**config.mk**
```make
export PLATFORM = sky130hd
export DESIGN_NAME = vic_edge_ctrl
export DESIGN_NICKNAME = d
export VERILOG_FILES = /design/src/rtl/vic_pkg.sv /design/src/rtl/vic_edge_detect.sv /design/src/rtl/vic_flag_bank.sv /design/src/rtl/vic_arbiter.sv /design/src/rtl/vic_edge_ctrl.sv
export SDC_FILE = /design/constraint.sdc
export NUM_CORES = 1
export LEC_CHECK = 0
export CAP_MARGIN = 20
export CORE_MARGIN = 2
export CORE_UTILIZATION = 43
export CTS_CLUSTER_DIAMETER = 80
export CTS_CLUSTER_SIZE = 8
export DETAILED_ROUTE_END_ITERATION = 12
export GPL_ROUTABILITY_DRIVEN = 0
export PLACE_DENSITY = 0.81
export SETUP_SLACK_MARGIN = 0.2
export SYNTH_ARGS = -nofsm -noshare
export SYNTH_HDL_FRONTEND = slang
export SYNTH_SLANG_ARGS = --single-unit
export TNS_END_PERCENT = 50
```
**constraint.sdc**
```tcl
create_clock -name clk -period 3.9 [get_ports clk]
set_clock_uncertainty 0.1 [all_clocks]
set_input_delay 0.78 -clock clk [delete_from_list [all_inputs] [get_ports clk]]
set_output_delay 0.78 -clock clk [all_outputs]
set_load 0.005 [all_outputs]
```
**src/rtl/vic_pkg.sv**
```systemverilog
// Shared constants and types for the vectored interrupt controller.
// Assumes source index order equals priority order (index 0 highest).
package vic_pkg;
    localparam int NSRC    = 3;
    localparam int SRC_EXT = 0;
    localparam int SRC_TMR = 1;
    localparam int SRC_TB  = 2;
    localparam int VEC_W   = 8;
    localparam int CTRL_W  = 8;
    localparam int EDGE_LO = 6;
    localparam int EN_W    = NSRC + 1;

    typedef enum logic [1:0] {
        EDGE_OFF  = 2'b00,
        EDGE_RISE = 2'b01,
        EDGE_FALL = 2'b10,
        EDGE_BOTH = 2'b11
    } edge_mode_t;

    typedef enum logic [1:0] {
        ARB_IDLE  = 2'b00,
        ARB_OFFER = 2'b01,
        ARB_HOLD  = 2'b10
    } arb_state_t;
endpackage

```
**src/rtl/vic_edge_detect.sv**
```systemverilog
// Synchronises an asynchronous pin and emits a one-cycle pulse on the
// edge kinds selected by mode_i. Assumes the pin is low at reset release.
module vic_edge_detect
    import vic_pkg::*;
#(
    parameter int SYNC_STAGES = 2
) (
    input  logic       clk,
    input  logic       rst_n,
    input  logic       pin_i,
    input  edge_mode_t mode_i,
    output logic       edge_o
);
    logic [SYNC_STAGES-1:0] sync_q;
    logic                   prev_q;
    logic                   level;
    logic                   rise;
    logic                   fall;

    generate
        if (SYNC_STAGES == 1) begin : g_single
            // Single capture stage
            always_ff @(posedge clk) begin
                if (!rst_n) sync_q <= '0;
                else        sync_q <= pin_i;
            end
        end else begin : g_chain
            // Shift the pin through the synchroniser chain
            always_ff @(posedge clk) begin
                if (!rst_n) sync_q <= '0;
                else        sync_q <= {sync_q[SYNC_STAGES-2:0], pin_i};
            end
        end
    endgenerate

    assign level = sync_q[SYNC_STAGES-1];

    // Remember the previous synchronised sample for edge comparison
    always_ff @(posedge clk) begin
        if (!rst_n) prev_q <= 1'b0;
        else        prev_q <= level;
    end

    // Classify the transition and gate it by the selected mode
    always_comb begin
        rise   = level & ~prev_q;
        fall   = ~level & prev_q;
        edge_o = (mode_i[0] & rise) | (mode_i[1] & fall);
    end
endmodule

```
**src/rtl/vic_flag_bank.sv**
```systemverilog
// Sticky request flags, one per source. A set in the same cycle as
// any clear wins, so no event is lost.
module vic_flag_bank #(
    parameter int N = 3
) (
    input  logic         clk,
    input  logic         rst_n,
    input  logic [N-1:0] set_i,
    input  logic [N-1:0] svc_clr_i,
    input  logic [N-1:0] sw_clr_i,
    output logic [N-1:0] flags_o
);
    genvar g;
    generate
        for (g = 0; g < N; g++) begin : g_flag
            // Per-source flag: set wins over service or software clear
            always_ff @(posedge clk) begin
                if (!rst_n)                         flags_o[g] <= 1'b0;
                else if (set_i[g])                  flags_o[g] <= 1'b1;
                else if (svc_clr_i[g] | sw_clr_i[g]) flags_o[g] <= 1'b0;
            end
        end
    endgenerate
endmodule

```
**src/rtl/vic_arbiter.sv**
```systemverilog
// Picks the highest-priority pending and enabled source (lowest index),
// latches it, offers it for one cycle and waits for the acknowledge.
// Assumes acknowledge is only meaningful while an offer is outstanding.
module vic_arbiter
    import vic_pkg::*;
#(
    parameter int N        = 3,
    parameter int VW       = 8,
    parameter int VEC_BASE = 4,
    parameter int VEC_STEP = 4
) (
    input  logic          clk,
    input  logic          rst_n,
    input  logic [N-1:0]  flags_i,
    input  logic [N-1:0]  en_i,
    input  logic          gie_i,
    input  logic          stack_full_i,
    input  logic          ack_i,
    output logic          take_o,
    output logic [VW-1:0] vec_o,
    output logic [N-1:0]  svc_o,
    output logic          gie_clr_o
);
    arb_state_t    state_q;
    logic [N-1:0]  pending;
    logic [N-1:0]  win_oh;
    logic [VW-1:0] win_vec;
    logic [N-1:0]  sel_q;
    logic          grant;
    logic          done;

    // Fixed-priority pick: scan from lowest priority so index 0 wins last
    always_comb begin
        pending = flags_i & en_i;
        win_oh  = '0;
        win_vec = '0;
        for (int i = N - 1; i >= 0; i--) begin
            if (pending[i]) begin
                win_oh    = '0;
                win_oh[i] = 1'b1;
                win_vec   = VW'(VEC_BASE + VEC_STEP * i);
            end
        end
    end

    assign grant = (state_q == ARB_IDLE) && gie_i && (|pending) && !stack_full_i;
    assign done  = (state_q != ARB_IDLE) && ack_i;

    // Offer state machine with latched winner
    always_ff @(posedge clk) begin
        if (!rst_n) begin
            state_q <= ARB_IDLE;
            sel_q   <= '0;
            vec_o   <= '0;
        end else begin
            case (state_q)
                ARB_IDLE: if (grant) begin
                    state_q <= ARB_OFFER;
                    sel_q   <= win_oh;
                    vec_o   <= win_vec;
                end
                ARB_OFFER: state_q <= ack_i ? ARB_IDLE : ARB_HOLD;
                ARB_HOLD:  if (ack_i) state_q <= ARB_IDLE;
                default:   state_q <= ARB_IDLE;
            endcase
        end
    end

    // Service side effects on acknowledge
    always_comb begin
        take_o    = (state_q == ARB_OFFER);
        svc_o     = done ? sel_q : '0;
        gie_clr_o = done;
    end
endmodule

```
**src/rtl/vic_edge_ctrl.sv**
```systemverilog
// Top of the vectored interrupt controller: control and enable
// registers, edge detector, flag bank and arbiter.
// Assumes one-cycle overflow pulses from the counters.
module vic_edge_ctrl
    import vic_pkg::*;
#(
    parameter int SYNC_STAGES = 2,
    parameter int VEC_BASE    = 4,
    parameter int VEC_STEP    = 4
) (
    input  logic              clk,
    input  logic              rst_n,
    input  logic              ext_pin_i,
    input  logic              tmr_ovf_i,
    input  logic              tb_ovf_i,
    input  logic              ctrl_wr_i,
    input  logic [CTRL_W-1:0] ctrl_wdata_i,
    input  logic              en_wr_i,
    input  logic [EN_W-1:0]   en_wdata_i,
    input  logic [NSRC-1:0]   flag_clr_i,
    input  logic              stack_full_i,
    input  logic              irq_ack_i,
    output logic              irq_take_o,
    output logic [VEC_W-1:0]  irq_vec_o,
    output logic [NSRC-1:0]   flags_o,
    output logic              gie_o,
    output logic [CTRL_W-1:0] ctrl_o
);
    logic [CTRL_W-1:0] ctrl_q;
    logic              gie_q;
    logic [NSRC-1:0]   src_en_q;
    logic              ext_edge;
    logic [NSRC-1:0]   set_vec;
    logic [NSRC-1:0]   svc_clr;
    logic              gie_clr;
    edge_mode_t        mode;

    // Control register holding the edge mode field
    always_ff @(posedge clk) begin
        if (!rst_n)         ctrl_q <= '0;
        else if (ctrl_wr_i) ctrl_q <= ctrl_wdata_i;
    end

    // Global enable: service clear beats a software write
    always_ff @(posedge clk) begin
        if (!rst_n)       gie_q <= 1'b0;
        else if (gie_clr) gie_q <= 1'b0;
        else if (en_wr_i) gie_q <= en_wdata_i[0];
    end

    // Per-source enables
    always_ff @(posedge clk) begin
        if (!rst_n)       src_en_q <= '0;
        else if (en_wr_i) src_en_q <= en_wdata_i[EN_W-1:1];
    end

    assign mode = edge_mode_t'(ctrl_q[EDGE_LO+1:EDGE_LO]);

    vic_edge_detect #(.SYNC_STAGES(SYNC_STAGES)) u_edge (
        .clk    (clk),
        .rst_n  (rst_n),
        .pin_i  (ext_pin_i),
        .mode_i (mode),
        .edge_o (ext_edge)
    );

    // Gather the set events in source order
    always_comb begin
        set_vec          = '0;
        set_vec[SRC_EXT] = ext_edge;
        set_vec[SRC_TMR] = tmr_ovf_i;
        set_vec[SRC_TB]  = tb_ovf_i;
    end

    vic_flag_bank #(.N(NSRC)) u_flags (
        .clk       (clk),
        .rst_n     (rst_n),
        .set_i     (set_vec),
        .svc_clr_i (svc_clr),
        .sw_clr_i  (flag_clr_i),
        .flags_o   (flags_o)
    );

    vic_arbiter #(
        .N        (NSRC),
        .VW       (VEC_W),
        .VEC_BASE (VEC_BASE),
        .VEC_STEP (VEC_STEP)
    ) u_arb (
        .clk          (clk),
        .rst_n        (rst_n),
        .flags_i      (flags_o),
        .en_i         (src_en_q),
        .gie_i        (gie_q),
        .stack_full_i (stack_full_i),
        .ack_i        (irq_ack_i),
        .take_o       (irq_take_o),
        .vec_o        (irq_vec_o),
        .svc_o        (svc_clr),
        .gie_clr_o    (gie_clr)
    );

    assign gie_o  = gie_q;
    assign ctrl_o = ctrl_q;
endmodule

```
==> metrics.csv, run 1 <==
metric;value;unit
outcome;complete, no violations;
clock_tree.buffer_depth;2;
grt_pass1_wl;3.33;mm
ios;45;
tritoncts;built;
chipHeight;51.9;um
power_leakage;0.535;nW
clkTransAtPathRegs;130;ps
post_synth_num_cell_types;27;
synth-edff-count;0;
primary_flip_flop_cell_chosen_by_synthesis_mapping;sky130_fd_sc_hd__dfxtp_1;
diodes;0;
antenna_found_initial;0;
drt_first_pass_iters;4;
floorplan.initialDensity;0.451;
clock_insertion_delay_worst_skew;310;ps
timing.final.setup_violations;0;
detail_route.drc_violations;0;
worst_r2r_path_depth;3;
grt_pass1_vias;778;
routed_wl;2.08;mm
clock.fmax;398;MHz
layout.area.seq;500;um2
end_kind;flop;
syn-cell-area;987;um2
worst-path-stages;4;
critical_path_buf_inv_count;2;
ctsHtreeMaxLevel;1;
tns;0;ps
met2_length;952;um
detail_route.iter0.violations;9;
postSynthCellCount;98;
worst_ep_required_time;4040;ps
areaGrowthSynthToFinish;39.5;%
place.detailed.hpwl;1.60;mm
fp.dieW;51.9;um
period_needed;2510;ps
num-nets-final;159;
slowest_delay;640;ps
route.detailed.wl_per_inst;12.8;um
fillCellCount;189;
hold_path_class;reg2reg;
post-cts-setup-buffers;0;
worstSetupStartpointType;input port;
worstReg2RegStart;u_arb.state_q[1];
rsz0062_at_grt;no;
cap_viol_max_count;0;
timing.final.crit_share;0.644;
numClockSinks;25;
critical_path_arrival;2660;ps
irDropWorstVdd;219;uV
dr_total_vias;793;
timing.reg2reg.setup_slack;2210;ps
yosys_warnings;0;
seq_area_frac_synth;0.507;
worst_hold_path_depth;1;
die_area;0.00270;mm2
routed-wl-met3;158;um
timing.hold.worst.start;u_edge.sync_q[0];
top_layer_used;met4;
place.port_buffers;38;
critPathMaxFanout;18;
rows;17;
avgSynthCellArea;10.1;um2
cts_root_buffer;sky130_fd_sc_hd__clkbuf_4;
power;0.000449;W
multi_input_logic_area;427;um2
report.final.hold_viol_count;0;
cellPowerDensity;326;mW/mm2
slowest_stage;sky130_fd_sc_hd__clkdlybuf4s50_1;
ys_ff_latch;25;
globalRouteTotalUtil;0.170;
post_cts.resized_instances;0;
hold_buffers;0;
finalMaxSlewViolations;0;
layout-drive-gt1-share;0.0448;
timing_worst_setup_path_type;in2reg;
setup.worst_path.end;u_arb.state_q[0];
numCtsBuffers;3;
startpoint;rst_n;
critical_path.reg2reg.endpoint;u_arb.state_q[0];
cp_cell_sequence;clkdlybuf4s50_1 > clkinv_1 > or4_1 > a31oi_1;
grt_start_max_net_pins;19;
grt-ovfl-total;0;
core_area;0.00219;mm2
worst_path_dominant_cell_family;buffers and inverters;
ys_async_sr_fraction;0;
route.antenna.remaining_nets;0;
detail_route.vias_per_cell;4.90;
routedLengthMet1;944;um
-- cells by family (layout without fill, tap and decap cells) --
group	Yosys count	count (layout)	synth area share
buffers and inverters	13	44	0.0798
other	1	6	0.00380
AND/OR/NAND/NOR	30	30	0.161
AO/OA/AOI/OAI	16	16	0.118
XOR/XNOR	1	1	0.00887
multiplexers	12	12	0.122
flip-flops	25	25	0.507
-- flip-flops by register name (all words and copies together) (netlist names) --
signal	flops
u_flags.flags_o	3
src_en_q	3
gie_o	1
u_edge.prev_q	1
u_edge.sync_q	2
u_arb.sel_q	3
ctrl_o	8
u_arb.vec_o	2
u_arb.state_q	2
-- where the power goes --
group          internal (W)  switching [W]
Clock             0.0000383      0.0000731
Sequential         0.000266     0.00000674
Combinational     0.0000426      0.0000221
Total              0.000347       0.000102
-- through the flow --
| step | util | setup slack, ps | instance area, um2 | instances | hold WS, ps |
|---|---|---|---|---|---|
| final | 0.629 | 1390 | 1380 | 162 | 359 |
| after detailed placement | 0.616 | 1080 | 1350 | 158 | 332 |
| after global routing | 0.629 | 1290 | 1380 | 162 | 392 |
| after floorplan | - | 1830 | 1010 | 103 | 312 |
| after CTS | 0.629 | 1410 | 1380 | 162 | 364 |
| after global placement | 0.616 | 1130 | 1350 | 158 | 318 |
-- cell type report --
cell class                 count  area share
tap                           28      0.0254
clock inverter                 1     0.00363
inverter                       2     0.00545
multi-input combinational     65       0.310
timing repair buffer          38       0.276
sequential                    25       0.363
clock buffer                   3      0.0163
-- synthesized netlist by cell type (2+ instances only) --
cell | instances | area (um2)
sky130_fd_sc_hd__nand3b_1 | 2 | 15.0
sky130_fd_sc_hd__o32ai_1 | 2 | 17.5
sky130_fd_sc_hd__a31oi_1 | 2 | 12.5
sky130_fd_sc_hd__nand2b_1 | 2 | 12.5
sky130_fd_sc_hd__buf_4 | 6 | 45.0
sky130_fd_sc_hd__nor2_1 | 11 | 41.3
sky130_fd_sc_hd__and2_1 | 3 | 18.8
sky130_fd_sc_hd__o221a_1 | 2 | 22.5
sky130_fd_sc_hd__nand2_1 | 5 | 18.8
sky130_fd_sc_hd__mux2i_1 | 12 | 120
sky130_fd_sc_hd__a21oi_1 | 5 | 25.0
sky130_fd_sc_hd__o21a_1 | 3 | 22.5
sky130_fd_sc_hd__clkbuf_1 | 4 | 15.0
sky130_fd_sc_hd__dfxtp_1 | 25 | 500
sky130_fd_sc_hd__nor3_1 | 2 | 10.0
-- how the worst min path moves through the flow --
| stage | slack [ps] | to |
|---|---|---|
| floorplan | 310 | u_edge.sync_q[1] |
| global placement | 320 | u_edge.sync_q[1] |
| detailed placement | 330 | u_edge.sync_q[1] |
| CTS | 360 | u_edge.sync_q[1] |
| global route | 390 | u_edge.sync_q[1] |
| finish | 360 | u_edge.sync_q[1] |
-- layer usage --
layer | up-vias | global-route usage
li1 | 402 | -
met1 | 355 | 0.201
met2 | 32 | 0.283
met3 | 4 | 0.0546
met4 | 0 | 0.0658
met5 | - | 0
-- layout by cell type (no fill, tap or decap), drive strengths merged, types with 2 or more instances in the layout --
cell / synthesis / layout
o32ai: 2 / 2
clkinv: 1 / 2
nand3b: 2 / 2
o21a: 3 / 3
conb: 1 / 6
dfxtp: 25 / 25
mux2i: 12 / 12
o221a: 2 / 2
a21oi: 5 / 5
a31oi: 2 / 2
and2: 3 / 3
nor3: 2 / 2
nand2: 5 / 5
clkbuf: 4 / 3
clkdlybuf4s50: 0 / 38
nor2: 11 / 11
nand2b: 2 / 2
No activity file was read; power rests on OpenSTA's default activity.
==> run 2: changes to the inputs <==
CORE_UTILIZATION = 36   (was 43)
PLACE_DENSITY = 0.72   (was 0.81)
clock period = 2.3 ns   (was 3.9 ns; I/O delays follow)
==> metrics.csv, run 2 (synthesis gave the netlist of run 1 again) <==
metric;value;unit;change
outcome;complete, no violations;;
numCtsBuffers;3;;unchanged
detail_route.drc_violations;0;;unchanged
dp_worst_setup_slack;154;ps;-930 ps
critPathMaxFanout;5;;-13
ctsHtreeMaxLevel;1;;unchanged
largest_reg_flops;8;;unchanged
fp.dieW;56.4;um;+8.6%
top_layer_used;met3;;
timing.final.crit_share;0.851;;
detail_route.iter0.violations;29;;+20
ios;45;;unchanged
hold_path_class;reg2reg;;
routed_wl;2.11;mm;+1.4%
worst_ep_required_time;1740;ps;-2300 ps
met2_length;958;um;+0.63%
areaGrowthSynthToFinish;41.2;%;
finalMaxSlewViolations;0;;unchanged
rsz0062_at_grt;no;;
grt_pass1_wl;3.79;mm;+14%
tritoncts;built;;
hold_buffers;0;;unchanged
core_area;0.00254;mm2;+16%
period_needed;1960;ps;
route.detailed.wl_per_inst;12.7;um;-1.0%
worstSetupStartpointType;flop;;
grt_start_max_net_pins;18;;-1
critical_path_arrival;1400;ps;-1260 ps
routed-wl-met3;115;um;-27%
fillCellCount;239;;+26%
route.antenna.remaining_nets;0;;unchanged
diodes;0;;unchanged
globalRouteTotalUtil;0.150;;-0.0198
place.detailed.hpwl;1.61;mm;+0.88%
clock.fmax;511;MHz;
post_cts.resized_instances;0;;unchanged
tns;0;ps;unchanged
numClockSinks;25;;unchanged
grt-ovfl-total;0;;unchanged
power_leakage;0.541;nW;+1.3%
grt_pass1_vias;801;;+3.0%
cellPowerDensity;548;mW/mm2;+68%
chipHeight;56.4;um;+8.6%
layout-drive-gt1-share;0.0515;;+0.00669
clock_tree.buffer_depth;2;;unchanged
timing_worst_setup_path_type;reg2out;;
cts_root_buffer;sky130_fd_sc_hd__clkbuf_4;;
mostFrequentLayoutCells;sky130_fd_sc_hd__clkdlybuf4s50_1 (38), sky130_fd_sc_hd__dfxtp_1 (25), sky130_fd_sc_hd__mux2i_1 (12), sky130_fd_sc_hd__nor2_1 (11), sky130_fd_sc_hd__conb_1 (6);;
drt_first_pass_iters;4;;unchanged
post-cts-setup-buffers;0;;unchanged
layout.cells.most_common;sky130_fd_sc_hd__clkdlybuf4s50_1;;
routedLengthMet1;1.04;mm;+9.7%
clock_insertion_delay_worst_skew;310;ps;about the same
cap_viol_max_count;0;;unchanged
irDropWorstVdd;433;uV;+98%
timing.final.setup_violations;0;;unchanged
num-nets-final;161;;+1.3%
clkTransAtPathRegs;130;ps;about the same
layout.area.seq;500;um2;unchanged
die_area;0.00318;mm2;+18%
report.final.hold_viol_count;0;;unchanged
dr_total_vias;797;;+0.50%
floorplan.initialDensity;0.388;;-0.0627
antenna_found_initial;0;;unchanged
place.port_buffers;38;;unchanged
detail_route.vias_per_cell;4.80;;-1.9%
multi_input_logic_area;427;um2;unchanged
setup_slack;342;ps;-1050 ps
power;0.000764;W;+70%
rows;18;;+1
end_kind;output pin;;
==> run 2: cell count changes in the layout (fill, tap and decap cells not counted) <==
cell | previous run | this run
sky130_fd_sc_hd__clkbuf_1 | 0 | 1
sky130_fd_sc_hd__buf_4 | 0 | 2
sky130_fd_sc_hd__clkinv_2 | 1 | 0
==> run 2: metrics by stage <==
stage	hold WS [ps]	cell area [um2]	utilization	std cells
after detailed placement	326	1370	0.537	162
after CTS	356	1390	0.548	166
final	352	1390	0.548	166
after floorplan	312	1010	-	103
after global placement	316	1370	0.537	162
after global routing	365	1390	0.548	166
==> run 2: final timing paths <==
path	from	to	slack [ps]	depth (start not counted)
setup / recovery	u_arb.state_q[1]	irq_take_o	340	2
hold reg to reg	u_edge.sync_q[0]	u_edge.sync_q[1]	350	1
setup reg to reg	u_arb.state_q[1]	u_arb.state_q[0]	600	3
hold / removal	u_edge.sync_q[0]	u_edge.sync_q[1]	350	1
==> run 2: final cells by class <==
type	instances	share of cell area
Sequential cell	25	0.359
Multi-Input combinational cell	65	0.306
Timing Repair Buffer	40	0.284
Tap cell	30	0.0269
Clock buffer	4	0.0189
Inverter	2	0.00539
==> run 2: report_power, final <==
part           switching, W  internal (W)  leakage, nW
logic             0.0000373     0.0000744        0.321
clock network      0.000123     0.0000677       0.0150
registers         0.0000107      0.000451        0.205
total              0.000171      0.000593        0.541
==> run 2: metal layers <==
metal / up-vias / GRT usage
li1: 401 / -
met1: 368 / 0.205
met2: 28 / 0.235
met3: 0 / 0.0576
met4: 0 / 0.0102
met5: - / 0
==> run 2: worst max-delay path, cell delays in order (launching register included) <==
cell	delay, ps
sky130_fd_sc_hd__dfxtp_1	420
sky130_fd_sc_hd__and2b_2	230
sky130_fd_sc_hd__clkdlybuf4s50_1	430
